===== src/rtl/cfg_swap_bridge.sv =====
module cfg_swap_bridge #(
  parameter int CFG_AW = 24,
  parameter int IO_AW  = 16
) (
  input  logic              clk,
  input  logic              rst_n,
  input  logic              up_valid,
  output logic              up_ready,
  input  logic              up_space,
  input  logic              up_write,
  input  logic [1:0]        up_size,
  input  logic [CFG_AW-1:0] up_addr,
  input  logic [31:0]       up_wdata,
  output logic              up_rsp_valid,
  output logic [31:0]       up_rsp_rdata,
  output logic              dn_valid,
  input  logic              dn_ready,
  output logic              dn_space,
  output logic              dn_write,
  output logic [1:0]        dn_size,
  output logic [31:0]       dn_addr,
  output logic [31:0]       dn_wdata,
  input  logic              dn_rsp_valid,
  input  logic [31:0]       dn_rsp_rdata
);

  localparam int CFG_PAD = 31 - CFG_AW;
  localparam int IO_PAD  = 32 - IO_AW;

  function automatic logic [31:0] lane_swap(input logic [31:0] d, input logic [1:0] sz);
    case (sz)
      2'd0:    return d;
      2'd1:    return {16'h0000, d[7:0], d[15:8]};
      default: return {d[7:0], d[15:8], d[23:16], d[31:24]};
    endcase
  endfunction

  logic       rd_pend;
  logic [1:0] rd_size;
  logic       gate_open;
  logic       accept;

  assign gate_open = !rd_pend || dn_rsp_valid;
  assign dn_valid  = up_valid && gate_open;
  assign up_ready  = dn_ready && gate_open;
  assign accept    = up_valid && up_ready;

  assign dn_space = up_space;
  assign dn_write = up_write;
  assign dn_size  = up_size;
  assign dn_wdata = lane_swap(up_wdata, up_size);
  assign dn_addr  = up_space ? {{IO_PAD{1'b0}}, up_addr[IO_AW-1:0]}
                             : {1'b1, {CFG_PAD{1'b0}}, up_addr};

  assign up_rsp_valid = dn_rsp_valid;
  assign up_rsp_rdata = lane_swap(dn_rsp_rdata, rd_size);

  always_ff @(posedge clk or negedge rst_n) begin
    if (!rst_n) begin
      rd_pend <= 1'b0;
      rd_size <= 2'd0;
    end else if (accept && !up_write) begin
      rd_pend <= 1'b1;
      rd_size <= up_size;
    end else if (dn_rsp_valid) begin
      rd_pend <= 1'b0;
    end
  end

  assert_cfg_addr_R1: assert property (@(posedge clk) disable iff (!rst_n)
    dn_valid && !dn_space |-> dn_addr[31] && dn_addr[CFG_AW-1:0] == up_addr);

  assert_io_addr_R2: assert property (@(posedge clk) disable iff (!rst_n)
    dn_valid && dn_space |-> dn_addr[31:IO_AW] == '0);

  assert_byte_pass_R3: assert property (@(posedge clk) disable iff (!rst_n)
    dn_valid && dn_write && dn_size == 2'd0 |-> dn_wdata == up_wdata);

  assert_word_bits_R5: assert property (@(posedge clk) disable iff (!rst_n)
    dn_valid && dn_size[1] |-> $countones(dn_wdata) == $countones(up_wdata));

  assert_one_read_R7: assert property (@(posedge clk) disable iff (!rst_n)
    accept && !up_write && !dn_rsp_valid |=> !up_ready || dn_rsp_valid);

  assert_rsp_expected_R8: assert property (@(posedge clk) disable iff (!rst_n)
    dn_rsp_valid |-> rd_pend);

  assert_write_posted_R9: assert property (@(posedge clk) disable iff (!rst_n)
    accept && up_write && !rd_pend |=> !rd_pend);

endmodule


===== config.mk =====
export PLATFORM = sky130hd
export DESIGN_NAME = cfg_swap_bridge
export DESIGN_NICKNAME = d
export VERILOG_FILES = /design/src/rtl/cfg_swap_bridge.sv
export SDC_FILE = /design/constraint.sdc
export NUM_CORES = 1
export LEC_CHECK = 0
export BUFFER_PORTS_ARGS = -buffer_cell sky130_fd_sc_hd__buf_2
export CAP_MARGIN = 20
export CORE_AREA = 2 2 77 79
export DETAILED_ROUTE_END_ITERATION = 10
export DIE_AREA = 0 0 79 81
export PLACE_DENSITY = 0.7
export SKIP_CTS_REPAIR_TIMING = 1
export SLEW_MARGIN = 25
export SYNTH_ARGS = -nofsm -noshare
export SYNTH_HDL_FRONTEND = slang
export SYNTH_SLANG_ARGS = --single-unit

===== constraint.sdc =====
create_clock -name clk -period 2 [get_ports clk]
set_input_delay 0.4 -clock clk [delete_from_list [all_inputs] [get_ports clk]]
set_output_delay 0.4 -clock clk [all_outputs]
set_load 0.1 [all_outputs]

==> impl_metrics.py <==
metrics = {
    "placed_design": {
        "place_inst": 397,
        "hpwl_microns": 4990,
        "dpl_cell_area_sq_mm": 0.00329,
        "gp_congestion": 0.711,
        "dp_slack_ns": 0.202,
        "port_buffers": 160,
    },
    "finish": {
        "final_core_util": 0.589,
        "drive_gt1_frac": 0.654,
        "antenna_cells": 0,
        "final_cell_area_sq_mm": 0.00334,
        "final_nets": 425,
        "final_cells": 402,
        "area_growth_pct": 131,
        "fillers": 458,
    },
    "floorplanning": {
        "fp.dieH_microns": 81,
        "num_io_pins": 200,
        "die-area_sq_mm": 0.00640,
        "start_util": 0.255,
        "row_count": 28,
        "die_w_microns": 79,
        "core_sq_mm": 0.00568,
    },
    "cts": {
        "cts.sinks": 3,
        "cts_tree": "yes",
        "cts_buffers": 3,
        "ctsRootBufferMaster": "clkbuf_8",
        "cts.htree.levels": 1,
        "clockBufferDepth": 2,
        "clk_pin_slew_ns": 0.03,
        "clock_latency_ns": 0.21,
    },
    "routing": {
        "ant_nets": 0,
        "drtIter0Drc": 47,
        "routed_wl_microns": 5810,
        "vias": 1945,
        "wire_per_inst_microns": 14.5,
        "drc": 0,
        "first_pass_iters": 4,
        "vias_per_cell": 4.84,
    },
    "sta": {
        "drv_slew": 0,
        "rsz0062_at_grt": "false",
        "hold_violations": 0,
        "fin_skew_ns": 0.000593,
        "post-route-period-util": 0.942,
        "layout_min_cycle_time_ns": 1.88,
        "fin_setup_tns_ns": 0,
        "fmax_mhz": 531,
        "hold-worst-slack_ns": 0.505,
        "finalSetupViolCount": 0,
        "layout_setup_ws_ns": 0.116,
    },
    "worst_setup_path": {
        "r2r-start": "rd_size[0]",
        "worst_ep_required_time_ns": 1.60,
        "path_class": "reg2out",
        "cp-end-kind": "primary output",
        "crit_arrival_ns": 1.48,
        "ff2ff_setup_slack_ns": 0.96,
        "r2r_cells": 2,
        "start_kind": "flip-flop",
        "reg2reg_to": "rd_size[0]",
        "cp-startpoint": "rd_size[1]",
        "worst-path-max-fanout": 16,
    },
    "grt": {
        "antenna_found_initial": 0,
        "grt_pass1_vias": 1954,
        "gr-total-overflow": 0,
        "grt_pass1_wl_microns": 8850,
        "grt_usage": 0.168,
        "grt_max_degree": 50,
    },
    "synth": {
        "synth_cells": 194,
        "syn-cell-area_sq_mm": 0.00145,
        "avgSynthCellArea_sq_um": 7.45,
        "ys.flop_type": "dfrtp_1",
        "synth_common_cells": "33 x nand2_1, 32 x a22o_1, 32 x mux2i_1",
        "yosys-top-cells-area": "mux2i_1 22%, a22o_1 19%, buf_4 16%",
        "synth_enable_flop_cells": 0,
        "yosys.area.top_type": "mux2i_1",
        "ys_ff_latch": 3,
        "yosys_warnings": 0,
        "yosysMostFrequentCell": "nand2_1",
        "synth_top_area_share": 0.222,
        "yosysUniqueCellTypes": 19,
        "async_flop_share": 1.00,
        "synth_seq_area_share": 0.0519,
    },
    "power_and_ir_drop": {
        "ir_drop_uv": 541,
        "leakagePower_nw": 1.63,
        "power_density_mw_per_mm2": 1060,
        "totalPowerFinal_mw": 3.53,
    },
    "hold_path": {
        "min_path_type": "in2reg",
        "worstHoldStart": "dn_rsp_valid",
        "holdPathEnd": "rd_pend",
        "hold_path_depth": 3,
    },
    "outcome": {
        "status": "completed",
    },
    "flow_run": {
        "max_cap_viol_count": 0,
    },
}
[layer usage]
layer / GRT usage / share of wire
met1: 0.165 / 0.33
met2: 0.333 / 0.53
met3: 0.0667 / 0.12
met4: 0.0293 / 0.0091
met5: 0 / 0
[flip-flops by register name, summed over array words and instances (netlist names)]
name,cells
rd_size,2
rd_pend,1
[cell families (layout without fill, tap and decap cells)]
kind of cell / after synthesis / count (layout) / synth area share
AO/OA/AOI/OAI: 64 / 64 / 0.305
buffers and inverters: 45 / 172 / 0.247
flip-flops: 3 / 3 / 0.0519
multiplexers: 34 / 34 / 0.237
other: 1 / 7 / 0.00259
AND/OR/NAND/NOR: 47 / 47 / 0.157
[how the worst max path moves through the flow]
stage / slack, ns / cells after the start / end
6_report: 0.12 / 3 / up_rsp_rdata[21]
5_1_grt: 0.06 / 3 / up_rsp_rdata[21]
4_1_cts: 0.08 / 3 / up_rsp_rdata[21]
3_5_place_dp: 0.20 / 4 / dn_wdata[27]
3_3_place_gp: 0.21 / 4 / dn_wdata[25]
2_1_floorplan: -0.40 / 3 / dn_wdata[0]
[power breakdown]
group          internal, mW  total (mW)  switching, mW
Clock                 0.136       0.173         0.0373
Sequential           0.0722      0.0838         0.0116
Combinational          1.07        3.27           2.20
[cell type report]
| type | instances | area [sq um] | share of cell area |
|---|---|---|---|
| Clock buffer | 4 | 45.0 | 0.0135 |
| Inverter | 1 | 3.75 | 0.00112 |
| Multi-Input combinational cell | 152 | 1240 | 0.371 |
| Sequential cell | 3 | 76.3 | 0.0228 |
| Tap cell | 75 | 93.8 | 0.0281 |
| Timing Repair Buffer | 167 | 1880 | 0.564 |
[worst max-delay path: stages, from the launching register on]
cell and delay (ns):
dfrtp_2 0.42, nor2_4 0.38, a22o_1 0.27, buf_12 0.19
[cell usage in the layout (no fill, tap or decap)]
cell            n
buf_2          94
buf_12         69
nand2_1        33
a22o_1         32
mux2i_1        32
o21ai_2        22
o21ai_4         9
nor2b_2         8
conb_1          7
clkbuf_8        3
buf_4           3
nor2_4          2
and2_1          2
mux2_2          2
dfrtp_1         2
o21ai_1         1
nand2b_2        1
inv_1           1
nand4b_1        1
clkbuf_1        1
dlygate4sd3_1   1
dfrtp_2         1
Note: power is estimated with default switching activity, not from simulation.
